$ cat src/rtl/cos_pkg.sv
package cos_pkg;

  localparam int          WORD_W     = 32;
  localparam logic [7:0]  OP_WEIGHT  = 8'hA2;
  localparam logic [7:0]  OP_PERSIST = 8'h8E;

  typedef enum logic [0:0] {
    SEQ_IDLE = 1'b0,
    SEQ_RUN  = 1'b1
  } seq_state_e;

  typedef struct packed {
    logic       wt;
    logic       ps;
    logic [7:0] flag;
    logic [7:0] val;
  } upd_s;

endpackage

$ cat src/rtl/cos_addr_seq.sv
module cos_addr_seq
  import cos_pkg::*;
#(
  parameter int ADDR_W = 8
) (
  input  logic              clk,
  input  logic              rst_n,
  input  logic              start_i,
  input  logic [ADDR_W-1:0] base_i,
  input  logic [ADDR_W:0]   len_i,
  output logic              rd_en_o,
  output logic [ADDR_W-1:0] rd_addr_o,
  output logic              last_o,
  output logic              empty_o
);

  localparam int LEN_W = ADDR_W + 1;

  seq_state_e        state_q, state_d;
  logic [ADDR_W-1:0] addr_q, addr_d;
  logic [LEN_W-1:0]  left_q, left_d;
  logic              empty_q, empty_d;

  // next-state logic
  always_comb begin
    state_d = state_q;
    addr_d  = addr_q;
    left_d  = left_q;
    empty_d = 1'b0;
    case (state_q)
      SEQ_IDLE: begin
        if (start_i) begin
          if (len_i == '0) begin
            empty_d = 1'b1;
          end else begin
            state_d = SEQ_RUN;
            addr_d  = base_i;
            left_d  = len_i;
          end
        end
      end
      SEQ_RUN: begin
        addr_d = addr_q + 1'b1;
        left_d = left_q - 1'b1;
        if (left_q == LEN_W'(1)) state_d = SEQ_IDLE;
      end
      default: state_d = SEQ_IDLE;
    endcase
  end

  // state registers
  always_ff @(posedge clk or negedge rst_n) begin
    if (!rst_n) begin
      state_q <= SEQ_IDLE;
      addr_q  <= '0;
      left_q  <= '0;
      empty_q <= 1'b0;
    end else begin
      state_q <= state_d;
      addr_q  <= addr_d;
      left_q  <= left_d;
      empty_q <= empty_d;
    end
  end

  assign rd_en_o   = (state_q == SEQ_RUN);
  assign rd_addr_o = addr_q;
  assign last_o    = rd_en_o && (left_q == LEN_W'(1));
  assign empty_o   = empty_q;

  assert_addr_step_R6: assert property (@(posedge clk) disable iff (!rst_n)
    (rd_en_o && $past(rd_en_o)) |-> (rd_addr_o == $past(rd_addr_o) + 1'b1));

  assert_count_live_R6: assert property (@(posedge clk) disable iff (!rst_n)
    (state_q == SEQ_RUN) |-> (left_q != '0));

  assert_start_ignored_R9: assert property (@(posedge clk) disable iff (!rst_n)
    (state_q == SEQ_RUN && left_q != LEN_W'(1))
      |=> (state_q == SEQ_RUN && left_q == $past(left_q) - 1'b1));

endmodule

$ cat src/rtl/cos_word_decode.sv
module cos_word_decode
  import cos_pkg::*;
#(
  parameter int NUM_FLAGS = 48
) (
  input  logic              vld_i,
  input  logic [WORD_W-1:0] word_i,
  output upd_s              upd_o
);

  logic [7:0] op_b;
  logic [7:0] val_b;
  logic [7:0] flag_b;
  logic       in_range;

  assign op_b   = word_i[7:0];
  assign val_b  = word_i[15:8];
  assign flag_b = word_i[23:16];
  // word_i[31:24] is reserved and never looked at

  generate
    if (NUM_FLAGS >= 256) begin : g_full_range
      assign in_range = 1'b1;
    end else begin : g_limited_range
      assign in_range = (int'(flag_b) < NUM_FLAGS);
    end
  endgenerate

  always_comb begin
    upd_o.wt   = vld_i && in_range && (op_b == OP_WEIGHT);
    upd_o.ps   = vld_i && in_range && (op_b == OP_PERSIST);
    upd_o.flag = flag_b;
    upd_o.val  = val_b;
  end

endmodule

$ cat src/rtl/cos_update_out.sv
module cos_update_out
  import cos_pkg::*;
#(
  parameter int NUM_FLAGS = 48
) (
  input  logic       clk,
  input  logic       rst_n,
  input  upd_s       upd_i,
  input  logic       fin_i,
  output logic       wt_we_o,
  output logic [7:0] wt_flag_o,
  output logic [7:0] wt_val_o,
  output logic       ps_we_o,
  output logic [7:0] ps_flag_o,
  output logic [7:0] ps_val_o,
  output logic       done_o
);

  logic       wt_we_q, ps_we_q, pend_q, done_q;
  logic [7:0] wt_flag_q, wt_val_q, ps_flag_q, ps_val_q;
  logic       wt_load, ps_load;

  // clock enables for the data registers
  assign wt_load = upd_i.wt;
  assign ps_load = upd_i.ps;

  always_ff @(posedge clk or negedge rst_n) begin
    if (!rst_n) begin
      wt_we_q <= 1'b0;
      ps_we_q <= 1'b0;
      pend_q  <= 1'b0;
      done_q  <= 1'b0;
    end else begin
      wt_we_q <= upd_i.wt;
      ps_we_q <= upd_i.ps;
      pend_q  <= fin_i;
      done_q  <= pend_q;
    end
  end

  always_ff @(posedge clk or negedge rst_n) begin
    if (!rst_n) begin
      wt_flag_q <= '0;
      wt_val_q  <= '0;
    end else if (wt_load) begin
      wt_flag_q <= upd_i.flag;
      wt_val_q  <= upd_i.val;
    end
  end

  always_ff @(posedge clk or negedge rst_n) begin
    if (!rst_n) begin
      ps_flag_q <= '0;
      ps_val_q  <= '0;
    end else if (ps_load) begin
      ps_flag_q <= upd_i.flag;
      ps_val_q  <= upd_i.val;
    end
  end

  assign wt_we_o   = wt_we_q;
  assign wt_flag_o = wt_flag_q;
  assign wt_val_o  = wt_val_q;
  assign ps_we_o   = ps_we_q;
  assign ps_flag_o = ps_flag_q;
  assign ps_val_o  = ps_val_q;
  assign done_o    = done_q;

  assert_single_port_R7: assert property (@(posedge clk) disable iff (!rst_n)
    !(wt_we_o && ps_we_o));

  assert_wt_flag_range_R5: assert property (@(posedge clk) disable iff (!rst_n)
    wt_we_o |-> (int'(wt_flag_o) < NUM_FLAGS));

  assert_ps_flag_range_R5: assert property (@(posedge clk) disable iff (!rst_n)
    ps_we_o |-> (int'(ps_flag_o) < NUM_FLAGS));

  assert_done_quiet_R8: assert property (@(posedge clk) disable iff (!rst_n)
    done_o |-> (!wt_we_o && !ps_we_o));

endmodule

$ cat src/rtl/cfg_override_scanner.sv
module cfg_override_scanner
  import cos_pkg::*;
#(
  parameter int ADDR_W    = 8,
  parameter int NUM_FLAGS = 48
) (
  input  logic              clk,
  input  logic              rst_n,
  input  logic              start_i,
  input  logic [ADDR_W-1:0] base_i,
  input  logic [ADDR_W:0]   len_i,
  output logic              rd_en_o,
  output logic [ADDR_W-1:0] rd_addr_o,
  input  logic [31:0]       rd_data_i,
  output logic              wt_we_o,
  output logic [7:0]        wt_flag_o,
  output logic [7:0]        wt_val_o,
  output logic              ps_we_o,
  output logic [7:0]        ps_flag_o,
  output logic [7:0]        ps_val_o,
  output logic              done_o
);

  logic seq_rd, seq_last, seq_empty;
  logic vld_q, lst_q, emp_q;
  upd_s upd;

  cos_addr_seq #(.ADDR_W(ADDR_W)) u_seq (
    .clk       (clk),
    .rst_n     (rst_n),
    .start_i   (start_i),
    .base_i    (base_i),
    .len_i     (len_i),
    .rd_en_o   (seq_rd),
    .rd_addr_o (rd_addr_o),
    .last_o    (seq_last),
    .empty_o   (seq_empty)
  );

  assign rd_en_o = seq_rd;

  // read latency alignment: data returns one cycle after the request
  always_ff @(posedge clk or negedge rst_n) begin
    if (!rst_n) begin
      vld_q <= 1'b0;
      lst_q <= 1'b0;
      emp_q <= 1'b0;
    end else begin
      vld_q <= seq_rd;
      lst_q <= seq_last;
      emp_q <= seq_empty;
    end
  end

  cos_word_decode #(.NUM_FLAGS(NUM_FLAGS)) u_dec (
    .vld_i  (vld_q),
    .word_i (rd_data_i),
    .upd_o  (upd)
  );

  cos_update_out #(.NUM_FLAGS(NUM_FLAGS)) u_out (
    .clk       (clk),
    .rst_n     (rst_n),
    .upd_i     (upd),
    .fin_i     (lst_q || emp_q),
    .wt_we_o   (wt_we_o),
    .wt_flag_o (wt_flag_o),
    .wt_val_o  (wt_val_o),
    .ps_we_o   (ps_we_o),
    .ps_flag_o (ps_flag_o),
    .ps_val_o  (ps_val_o),
    .done_o    (done_o)
  );

  assert_strobe_needs_read_R6: assert property (@(posedge clk) disable iff (!rst_n)
    (wt_we_o || ps_we_o) |-> $past(vld_q));

endmodule

$ cat config.mk
export PLATFORM = sky130hd
export DESIGN_NAME = cfg_override_scanner
export DESIGN_NICKNAME = d
export VERILOG_FILES = /design/src/rtl/cos_pkg.sv /design/src/rtl/cos_addr_seq.sv /design/src/rtl/cos_word_decode.sv /design/src/rtl/cos_update_out.sv /design/src/rtl/cfg_override_scanner.sv
export SDC_FILE = /design/constraint.sdc
export NUM_CORES = 1
export LEC_CHECK = 0
export ABC_CLOCK_PERIOD_IN_PS = 3700
export BUFFER_PORTS_ARGS = -buffer_cell sky130_fd_sc_hd__buf_2
export CAP_MARGIN = 20
export CORE_AREA = 2 2 76 78
export CTS_CLUSTER_DIAMETER = 60
export DETAILED_ROUTE_END_ITERATION = 16
export DIE_AREA = 0 0 78 80
export PLACE_DENSITY = 0.82
export SYNTH_ARGS = -nofsm -noshare
export SYNTH_HDL_FRONTEND = slang
export SYNTH_HIERARCHICAL = 1
export SYNTH_SLANG_ARGS = --single-unit
$ cat constraint.sdc
create_clock -name clk -period 3.7 [get_ports clk]
set_input_delay 0.185 -clock clk [delete_from_list [all_inputs] [get_ports clk]]
set_output_delay 0.185 -clock clk [all_outputs]
set_load 0.005 [all_outputs]
# Word-level counts from Yosys, hierarchy flattened
# Index checks and enable logic that the tools add are counted.
# Widths: inputs -> output; s select.
# classes
n_addsub	2
multipliers	0
n_div	0
order_cmp	1
n_eq_ne	5
n_shift	0
n_mux	13
n_bitwise	1
reduce_logical	7
# ops
cell	count
$mux 9	2
$pmux 9 s2	1
$eq 8x8->1 const B	2
$mux 8	2
$pmux 8 s2	1
$eq 9x1->1 const B	1
$logic_not 9->1	1
$sub 9x1->9 const B	1
$add 8x1->8 const B	1
$lt 8x6->1 const B	1
$mux 1	6
$logic_and 1x1->1	4
$ne 2x2->1 const B	2
$pmux 1 s2	1
$reduce_and 2->1	1
$logic_or 1x1->1	1
$not 1->1	1
# totals
reg_bits	58
latch_bits	0
mem_bits_rw	0
rom_bits	0
elab_cells	44
mem_count	0

# Longest topological paths before layout
# Gate-level depths: netlist of the first run.
# logic_depth
word_depth	4
mapped_depth	6
mapped_depth_nobuf	6

# Modules after synthesis
# The synthesis of the first run kept the hierarchy.
# modules_own_cells
mod	n_inst	cells_per_inst	area_per_inst_um2	seq_area_each_um2
cos_update_out	1	72	1398.8	900.9
cos_addr_seq	1	110	1138.6	475.5
cos_word_decode	1	26	181.4	0.0
cfg_override_scanner	1	4	81.3	75.1

# Worst setup path after synthesis of the first run
# No wires, ideal clock.
# synth_timing
path_type	register -> register
from	register vld_q
to	register u_out.ps_flag_q[3] (netlist: u_out/ps_flag_o[3])
setup_time_ns	0.125
arrival_ns	1.478
slack_ns	2.097
path_stages_with_launch	7
n_path_buf	2
synth_period_minus_slack_ns	1.603
path_cell_list	dfrtp_1 > nor3b_2 > nand4b_1 > nor4_2 > buf_6 > buf_12 > mux2_4
# synth_lines
element	line_no	rtl
start: declaration	cfg_override_scanner.sv:25	logic vld_q, lst_q, emp_q;
start signal: assignment	cfg_override_scanner.sv:49	vld_q <= seq_rd;
end signal: assignment	cos_update_out.sv:56	ps_flag_q <= upd_i.flag;
end: declaration	cos_update_out.sv:20	logic [7:0] wt_flag_q, wt_val_q, ps_flag_q, ps_val_q;

# Final worst setup path of the first run
# layout_timing
from	register u_seq.state_q (netlist: u_seq/rd_en_o)
to	register u_seq.left_q[5]
# layout_via
elab_chain_cells	3
word_cells_on_any_way	5
cone_classes	2 x eq/ne; 1 x mux; 1 x bitwise; 1 x reduce/logical
# layout_lines
element	line_no	rtl
start: declaration	cos_addr_seq.sv:19	seq_state_e state_q, state_d;
start signal: assignment	cos_addr_seq.sv:59	state_q <= state_d;
$not 1->1	n/a	
$ne 2x2->1 (no line)	n/a	
$reduce_and 2->1 (no line)	n/a	
end signal: assignment	cos_addr_seq.sv:61	left_q <= left_d;
end: declaration	cos_addr_seq.sv:21	logic [LEN_W-1:0] left_q, left_d;
# Parallel ways exist; a longest one is shown, timed or not.
# A chain may end at the register's enable or synchronous reset.

==> impl_results.md, run 1 <==
* Synth Register Bits at 58
* Post-CTS setup buffer count at 0
* Placement Cell Area at 3160 sq um
* CORE AREA at around 5400 sq um
* Commonest cells in the synthesized netlist: dfrtp_1, mux2_4, buf_4
* Number of detailed-route iterations in the first pass at 4
* CTS root buf: clkbuf_8
* RSZ-0062 raised after global routing: false
* Ant diodes at 0
* Min Tclk post-route at 2060 ps
* PortBufs at 87
* Switch Pwr at about 0.51 mW
* Sequential share of power at 0.489
* FF+latch area at around 1500 sq um
* Ys Warns at 6
* Syn Inst Count at 212
* Starting density of the core at 0.518
* Sink Count at between 50 and 60
* Clock tree from TritonCTS: built
* Row count at 27
* Crit-path cells: nor4b_2, nor3b_1, a21oi_1, o32a_2
* Outcome: finished clean
* Worst path top cell family by delay: flip-flops
* Die area at 6240 sq um
* Multi-input gate area at 1150 sq um
* WL final at 5.26 mm
* Post-synth top area share at 0.518
* Final hold vios at 0
* Switching part of the total at 0.293
* Largest net degree at the start of global routing at 59
* Antenna-violating nets left at 0
* Crit end category: flop
* Number of flops mapped to enable cells by yosys at 0
* Top FF cell, synth: dfrtp_1
* Post-synthesis cell type count at 44
* Leak at 1.71 nW
* Num ports at 96
* Layout cell share with drive strength beyond 1 at 0.512
* Total GRT Usage at 0.177
* Final GP Congestion at between 0.7 and 0.8
* Final setup fails at 0
* Synth-to-layout area growth at 18.6%
* Die W at around 80 um
* HPWL Detailed at 3.77 mm
* Setup TNS at 0 ps
* Power per cell area at 528 nW/um^2
* Critical Path AT at 2270 ps
* CTS Buffer Depth at 2
* Final clock skew at 3.85 ps
* Largest area contributor in the netlist: dfrtp_1
* Top-count cell post-synth: dfrtp_1
* CTS Buf Count at 9
* Max-slew violations at 0
* Max_slew headroom at 0.433
* Final Cell Area at 3320 sq um
* Maximum VDD drop at 375 uV
* Hold Path Class: primary input to async pin
* CP Class: flop to flop
* Post-Syn Nets at 267
* Clock latency on the worst-skew pair at 320 ps
* Global route total overflow at 0
* Critical Path Slowest Stage Cell: dfrtp_1
* Worst path bufs/invs at 0
* Die H at around 80 um
* Synth area leaders: dfrtp_1, mux2_4, mux2_2
* Vias in the first global route at roughly 1.8k
* Initial antenna violation count at 0
* CP max FO at 25
* Post-Synthesis Cell Area at 2800 sq um
* Post-CTS Hold Buffers at 0
* Least-Margin Pin Slew at between 800 and 900 ps
* Clk pin slew, worst setup/hold paths at around 60 ps
* Worst Path Required at 3910 ps
* # resized after CTS at 0
* DRC at 0
* Asr flop ratio synth at 1.00
* Avg Cell Area, Syn at 13.2 sq um
* DR WL/cell at 14.3 um
* Fin nets at around 350
* DRT iter0 DRCs at 93
* Worst setup SP type: flop
* Vias per cell at 5.17
* FMAX at 0.485 GHz
* Internal power at 1.24 mW
* First-pass GRT wire length at between 8 and 9 mm
* DR vias at 1899
* Worst path max stage delay at 900 ps
* Max Cap Violations at 0
* H-tree levels at 3
* Gate power share at 0.237
* Fin crit share at 0.557
* Seq/Total Area, Yosys at 0.518
* Fillcell total at 450
* Clock share of power at 0.274
[cells in the final DEF, fill, tap and decap left out, types with 4 or more instances in the layout]
cell type and instances:
xnor2_1 4, nand3_1 8, a21oi_1 4, clkbuf_8 10, dfrtp_1 58, nor2_1 12
mux2_2 13, nand2_1 12, buf_2 87, mux2_4 21, o211ai_1 4
[worst paths after layout]
path | depth (start not counted) | end | startpoint | slack [ps]
worst max-delay path | 4 | u_seq/left_q[5] | u_seq/rd_en_o | 1640
min in group clk | 3 | u_seq/rd_addr_o[3] | base_i[3] | 90
worst max register to register | 4 | u_seq/left_q[5] | u_seq/rd_en_o | 1640
worst min-delay path | 2 | u_out/wt_val_o[4] | rst_n | 5
max in group asynchronous | 2 | u_out/ps_val_o[3] | rst_n | 3220
worst min register to register | 0 | u_out/done_o | u_out/pend_q | 350
[cell families after synthesis]
logic type                 share of synthesized area
and+or+nand+nor                                0.122
muxes                                          0.172
xor gates and xnor gates                      0.0188
buffers and inverters                         0.0769
AOI/OAI and AO/OA                             0.0786
adders and majority gates                     0.0134
DFF                                            0.518
[state kept, by name, summed over array words and instances, names as in the netlist]
register,flops
emp_q,1
lst_q,1
u_out/done_o,1
u_out/pend_q,1
u_out/ps_flag_o,8
u_out/ps_val_o,8
u_out/ps_we_o,1
u_out/wt_flag_o,8
u_out/wt_val_o,8
u_out/wt_we_o,1
u_seq/empty_o,1
u_seq/left_q,9
u_seq/rd_addr_o,8
u_seq/rd_en_o,1
vld_q,1
[metrics by stage]
step | util | worst slack (ps) | power, mW | hold WS [ps] | instances
3_5_place_dp | 0.584 | 1620 | 1.29 | 343 | 351
3_3_place_gp | 0.584 | 1630 | 1.26 | 333 | 351
6_report | 0.615 | 1640 | 1.75 | 5.14 | 367
2_1_floorplan | - | 2100 | 1.15 | -111 | 212
4_1_cts | 0.615 | 1620 | 1.78 | 22.5 | 367
5_1_grt | 0.615 | 1440 | 1.88 | 75.5 | 367
[worst register-to-register path, cell delays in order (launching register included)]
cell	delay [ps]
dfrtp_1	900
nor4b_2	460
nor3b_1	300
a21oi_1	110
o32a_2	190
[cell type report]
type,count,share of cell area
Sequential cell,58,0.437
Multi-Input combinational cell,128,0.345
Timing Repair Buffer,90,0.138
Clock buffer,13,0.0448
Tap cell,72,0.0271
Clock inverter,3,0.00452
Inverter,3,0.00339
[power groups by stage]
stage,clock network (mW),logic (mW),registers [mW]
floorplan,0,0.296,0.849
global placement,0,0.400,0.861
detailed placement,0,0.420,0.867
CTS,0.500,0.422,0.857
global route,0.531,0.471,0.875
finish,0.481,0.416,0.857
[metal layers]
metal  vias up  track usage  wire [um]  share of wire
met2        75        0.295       2560           0.49
met3         9       0.0362        322          0.061
met1       918        0.216       2280           0.43
met5         -            0          0              0
met4         0        0.100         98          0.019
li1        897            -          -              -
No activity file was read; power rests on OpenSTA's default activity.
==> run 2: changes to the inputs <==
ABC_CLOCK_PERIOD_IN_PS = 1900   (was 3700)
CORE_AREA = 2 2 78 80   (was 2 2 76 78)
DIE_AREA = 0 0 80 82   (was 0 0 78 80)
PLACE_DENSITY = 0.78   (was 0.82)
clock period = 1.9 ns   (was 3.7 ns; I/O delays follow)
==> run 2 against run 1 <==
Effect of this change:
- clock-buffer cell count unchanged
- non-clock buffer count grew 5
- clock skew is 4.2 ps higher
- critical path depth is 1 higher
- register-to-register slack worse by 1500 ps
- clock power grew to 2.6 times the previous value
- largest cell class unchanged
- largest power group unchanged
==> impl_results.md, run 2 (synthesis results as in run 1) <==
* Global route total overflow at 0 (unchanged)
* Largest net degree at the start of global routing at 31 (-47%)
* Total GRT Usage at 0.181 (+0.00341)
* Max FFs per register at 9 (unchanged)
* Antenna-violating nets left at 0 (unchanged)
* Worst path bufs/invs at 1 (+1)
* Hold Path Class: primary input to flop
* Final hold vios at 0 (unchanged)
* Final setup fails at 0 (unchanged)
* Worst hold slack at 21.8 ps (+16.7 ps)
* Clock latency on the worst-skew pair at 320 ps (about the same)
* Reg-to-Reg Start: vld_q
* DRT iter0 DRCs at 52 (-44%)
* Fillcell total at 461 (+2.4%)
* RSZ-0062 raised after global routing: false
* H-tree levels at 3 (unchanged)
* Clock tree from TritonCTS: built
* CTS root buf: clkbuf_8
* Post-CTS setup buffer count at 0 (unchanged)
* CTS Buffer Depth at 2 (unchanged)
* Max_slew headroom at 0.578 (+0.146)
* Die area at 6560 sq um (+5.1%)
* DR vias at 1921 (+1.2%)
* DP Worst Slack at 187 ps (-1430 ps)
* # resized after CTS at 0 (unchanged)
* Outcome: finished clean
* Max Cap Violations at 0 (unchanged)
* PortBufs at 87 (unchanged)
* Ant diodes at 0 (unchanged)
* Synth-to-layout area growth at 23.7%
* Worst Path Required at 2100 ps (-1810 ps)
* Commonest non-fill, non-tap cell in the layout: buf_2
* Fin nets at 350 (+1.4%)
* Setup TNS at 0 ps (unchanged)
* Worst path max stage delay at 350 ps (-550 ps)
* CTS Buf Count at 9 (unchanged)
* Starting density of the core at 0.487 (-0.0307)
* Design Power at 3.76 mW (+110%)
* CORE AREA at 5750 sq um (+6.3%)
* FMAX at 0.583 GHz (+20%)
* Reg with most FFs: u_seq/left_q
* WL final at 5.62 mm (+6.8%)
* Number of detailed-route iterations in the first pass at 4 (unchanged)
* DRC at 0 (unchanged)
* Fin crit share at 0.903 (+0.346)
* Final cell count without fillers at 374 (+1.9%)
* Sink Count at 58 (unchanged)
* HPWL Detailed at 4.07 mm (+8.0%)
* Initial antenna violation count at 0 (unchanged)
* Clk pin slew, worst setup/hold paths at 60 ps (about the same)
* DP Cell Count at 356 (+1.4%)
* Power per cell area at 1090 nW/um^2 (+110%)
* Post-CTS Hold Buffers at 3 (+3)
* Most frequent cells in the layout: buf_2, dfrtp_1, mux2_4, mux2_2
* Worst setup SP type: flop
* Die W at 80 um (+2.6%)
* Leak at 1.76 nW (+3.2%)
* Final worst setup slack at 185 ps (-1450 ps)
* Maximum VDD drop at 806 uV (+110%)
* Max-slew violations at 0 (unchanged)
* Critical Path Slowest Stage Cell: mux2_2
* Critical Path AT at 1920 ps (-350 ps)
* Vias per cell at 5.14 (-0.73%)
* Layout cell share with drive strength beyond 1 at 0.512 (about the same)
* Crit path from: vld_q
* Least-Margin Pin Slew at 632 ps (-218 ps)
* Final clock skew at 8.08 ps (+4.22 ps)
* Final GP Congestion at 0.782 (+6.2%)
* Worst path top cell family by delay: simple AND/OR/NAND/NOR gates
* Crit-path cells: nor3b_2, nand4b_1, nor4_4, buf_12, mux2_2
* Vias in the first global route at 1845 (+1.2%)
* Min Tclk post-route at 1720 ps (-347 ps)
* First-pass GRT wire length at 8.88 mm (+5.4%)
* Num ports at 96 (unchanged)
* Hold Crit Start: rd_data_i[19]
* Row count at 28 (+3.7%)
* Crit end category: flop
* CP Class: flop to flop
* DR WL/cell at 15.0 um (+4.8%)
* Die H at 82 um (+2.5%)
* CP max FO at 17 (-32%)
[run 2: cell count changes in the layout (fill, tap and decap cells not counted)]
cell,change
buf_12,+3
bufinv_16,+2
buf_4,-1
clkinv_2,-3
clkbuf_1,-1
dlygate4sd3_1,+3
clkbuf_8,+1
[run 2: metal layers]
metal / up-vias / routed length, um / GRT usage
met5: - / 0 / 0
met1: 917 / 2430 / 0.217
li1: 917 / - / -
met2: 82 / 2790 / 0.310
met3: 5 / 367 / 0.0451
met4: 0 / 42 / 0.0763
[run 2: report_power, final]
group	leakage, nW	internal, mW	switching [mW]
clock	0.110	0.805	0.451
sequential	0.757	1.44	0.234
combinational	0.897	0.479	0.355
[run 2: worst reg2reg max path: stages, from the launching register on]
cell and delay, ps:
dfrtp_1 320, nor3b_2 160, nand4b_1 210, nor4_4 340, buf_12 210, mux2_2 360
[run 2: final cells by class]
class	count	area, sq um	share of cell area
tap	75	93.8	0.0271
clock buffer	13	159	0.0459
timing repair buffer	95	541	0.156
clock inverter	2	60.1	0.0173
sequential	58	1450	0.419
inverter	3	11.3	0.00325
multi-input combinational	128	1150	0.331
[run 2: final timing paths]
kind                       slack [ps]  depth (start not counted)                  to
setup / recovery                  180                          5   u_out/ps_val_o[7]
hold / removal                     20                          2  u_out/ps_flag_o[3]
setup reg to reg                  180                          5   u_out/ps_val_o[7]
hold reg to reg                   350                          0        u_out/done_o
max in group asynchronous         990                          3       u_seq/empty_o
min in group asynchronous         330                          2  u_out/ps_flag_o[3]
[run 2: metrics by stage]
step           utilization  area (sq um)
2_1_floorplan            -          2800
3_3_place_gp         0.559          3210
3_5_place_dp         0.559          3210
4_1_cts              0.603          3460
5_1_grt              0.603          3460
6_report             0.603          3460
==> run 3: changes to the inputs <==
BUFFER_PORTS_ARGS = -buffer_cell sky130_fd_sc_hd__clkbuf_2   (was -buffer_cell sky130_fd_sc_hd__buf_2)
GPL_ROUTABILITY_DRIVEN = 0   (was not set)
==> run 3 against run 2 <==
Effect of this change:
- utilization is 0.33 points higher
- clock power is 16% lower
- power is 5.3% lower
- sequential cell count stayed put
- critical path type unchanged
- largest power group unchanged
==> impl_results.md, run 3 (synthesis results as in run 1) <==
* Clk pin slew, worst setup/hold paths at 60 ps (about the same)
* Antenna-violating nets left at 0 (unchanged)
* Final hold vios at 0 (unchanged)
* Num ports at 96 (unchanged)
* Global route total overflow at 0 (unchanged)
* Final Cell Area at 3480 sq um (+0.54%)
* CP max FO at 5 (-12)
* Worst Path Required at 2110 ps (about the same)
* Setup TNS at 0 ps (unchanged)
* DRT iter0 DRCs at 72 (+38%)
* Synth-to-layout area growth at 24.4%
* RSZ-0062 raised after global routing: false
* Worst setup SP type: flop
* Max Cap Violations at 0 (unchanged)
* Fin crit share at 0.926 (+0.0232)
* # resized after CTS at 0 (unchanged)
* FMAX at 0.568 GHz (-2.5%)
* Gate power share at 0.233 (+0.012)
* Vias in the first global route at 1888 (+2.3%)
* Die area at 6560 sq um (unchanged)
* Max_slew headroom at 0.527 (-0.0513)
* Critical Path AT at 1970 ps (+50 ps)
* Die W at 80 um (unchanged)
* DR vias at 1939 (+0.94%)
* Power per cell area at 1020 nW/um^2 (-5.8%)
* Die H at 82 um (unchanged)
* Reg with most FFs: u_seq/left_q
* Least-Margin Pin Slew at 709 ps (+76.9 ps)
* Max-slew violations at 0 (unchanged)
* Sink Count at 58 (unchanged)
* PortBufs at 87 (unchanged)
* Post-CTS Hold Buffers at 8 (+5)
* H-tree levels at 3 (unchanged)
* Starting density of the core at 0.487 (unchanged)
* Most frequent cells in the layout: clkbuf_2, dfrtp_1, mux2_4, mux2_2
* CP Class: flop to flop
* CORE AREA at 5750 sq um (unchanged)
* Largest net degree at the start of global routing at 59 (+90%)
* Initial antenna violation count at 0 (unchanged)
* Fin nets at 357 (+2.0%)
* Internal power at 2.52 mW (-7.4%)
* Switch Pwr at 1.04 mW (+0.49%)
* DRC at 0 (unchanged)
* Crit-path cells: nor3b_2, nand4b_1, nor3_2, buf_4, mux2_4
* Total GRT Usage at 0.179 (-0.00192)
* Outcome: finished clean
* Switching part of the total at 0.293 (+0.0168)
* DP Worst Slack at 108 ps (-79.2 ps)
* Hold Path Class: primary input to flop
* Fillcell total at 460 (-0.22%)
* Final worst setup slack at 141 ps (-44.0 ps)
* Max FFs per register at 9 (unchanged)
* Min Tclk post-route at 1760 ps (+44.0 ps)
* Clock share of power at 0.298 (-0.036)
* Layout cell share with drive strength beyond 1 at 0.511 (about the same)
* Critical Path Slowest Stage Cell: nor3_2
* WL final at 5.49 mm (-2.2%)
* HPWL Detailed at 3.93 mm (-3.3%)
* Final core utilization at 0.606 (+0.00327)
* Final clock skew at 4.70 ps (-3.37 ps)
* Clock latency on the worst-skew pair at 330 ps (about the same)
* Leak at 1.76 nW (-0.38%)
* Maximum VDD drop at 734 uV (-8.8%)
* Final setup fails at 0 (unchanged)
* Sequential share of power at 0.468 (+0.023)
* Crit end category: flop
* Worst hold slack at 20.2 ps (-1.65 ps)
* First-pass GRT wire length at 8.76 mm (-1.4%)
* Post-CTS setup buffer count at 0 (unchanged)
* CTS root buf: clkbuf_8
* Vias per cell at 5.08 (-1.2%)
* Commonest non-fill, non-tap cell in the layout: clkbuf_2
* Row count at 28 (unchanged)
* CTS Buf Count at 9 (unchanged)
* Ant diodes at 0 (unchanged)
* Clock tree from TritonCTS: built
* Worst path max stage delay at 410 ps (+60 ps)
* CTS Buffer Depth at 2 (unchanged)
* Placement Cell Area at 3220 sq um (about the same)
* Number of detailed-route iterations in the first pass at 4 (unchanged)
* DR WL/cell at 14.4 um (-4.3%)
run 3: cell types whose count changed in the layout (fill, tap and decap cells not counted):
| cell | before | now |
|---|---|---|
| buf_2 | 87 | 0 |
| clkbuf_2 | 0 | 87 |
| dlygate4sd3_1 | 3 | 8 |
| clkinv_2 | 0 | 4 |
| buf_4 | 2 | 5 |
| clkbuf_8 | 11 | 9 |
| buf_12 | 3 | 2 |
| bufinv_16 | 2 | 1 |
| clkbuf_1 | 2 | 1 |
| clkinvlp_4 | 0 | 1 |
run 3: cell type report:
class | instances | area [sq um] | share of cell area
Sequential cell | 58 | 1450 | 0.417
Clock buffer | 10 | 128 | 0.0367
Tap cell | 75 | 93.8 | 0.0269
Multi-Input combinational cell | 128 | 1150 | 0.330
Inverter | 3 | 11.3 | 0.00323
Clock inverter | 6 | 57.6 | 0.0165
Timing Repair Buffer | 102 | 593 | 0.170
run 3: path summary, 6_finish.rpt:
check	from	end	slack [ps]	depth (start not counted)
min reg2reg	u_out/pend_q	u_out/done_o	350	0
max in group asynchronous	rst_n	u_seq/left_q[4]	990	3
max reg2reg	vld_q	u_out/wt_flag_o[4]	140	5
min	rd_data_i[14]	u_out/wt_val_o[6]	20	2
max	vld_q	u_out/wt_flag_o[4]	140	5
min in group asynchronous	rst_n	u_out/wt_val_o[4]	440	3
run 3: stage by stage:
step           instances  power, mW
3_3_place_gp         358       2.47
3_5_place_dp         358       2.51
4_1_cts              382       3.61
6_report             382       3.56
5_1_grt              382       3.79
2_1_floorplan        212       2.23
run 3: routing by layer:
metal  vias up  part of all wire  routed length, um  GRT usage
met4         0             0.012                 66     0.0763
met1       936              0.43               2350      0.216
met3         6             0.066                361     0.0549
met2        73              0.49               2720      0.298
li1        924                 -                  -          -
met5         -                 0                  0          0
run 3: power groups by stage:
stage / clock network, mW / registers, mW / logic [mW]
after floorplan: 0 / 1.65 / 0.577
after global placement: 0 / 1.68 / 0.790
after detailed placement: 0 / 1.69 / 0.823
after CTS: 1.10 / 1.67 / 0.838
after global routing: 1.16 / 1.71 / 0.927
final: 1.06 / 1.67 / 0.831
run 3: worst max-delay path: cells and delay by family (launching register included):
| family | cells | cell delay, ps |
|---|---|---|
| and+or+nand+nor | 3 | 780 |
| DFF | 1 | 320 |
| muxes | 1 | 300 |
| buffers and inverters | 1 | 240 |
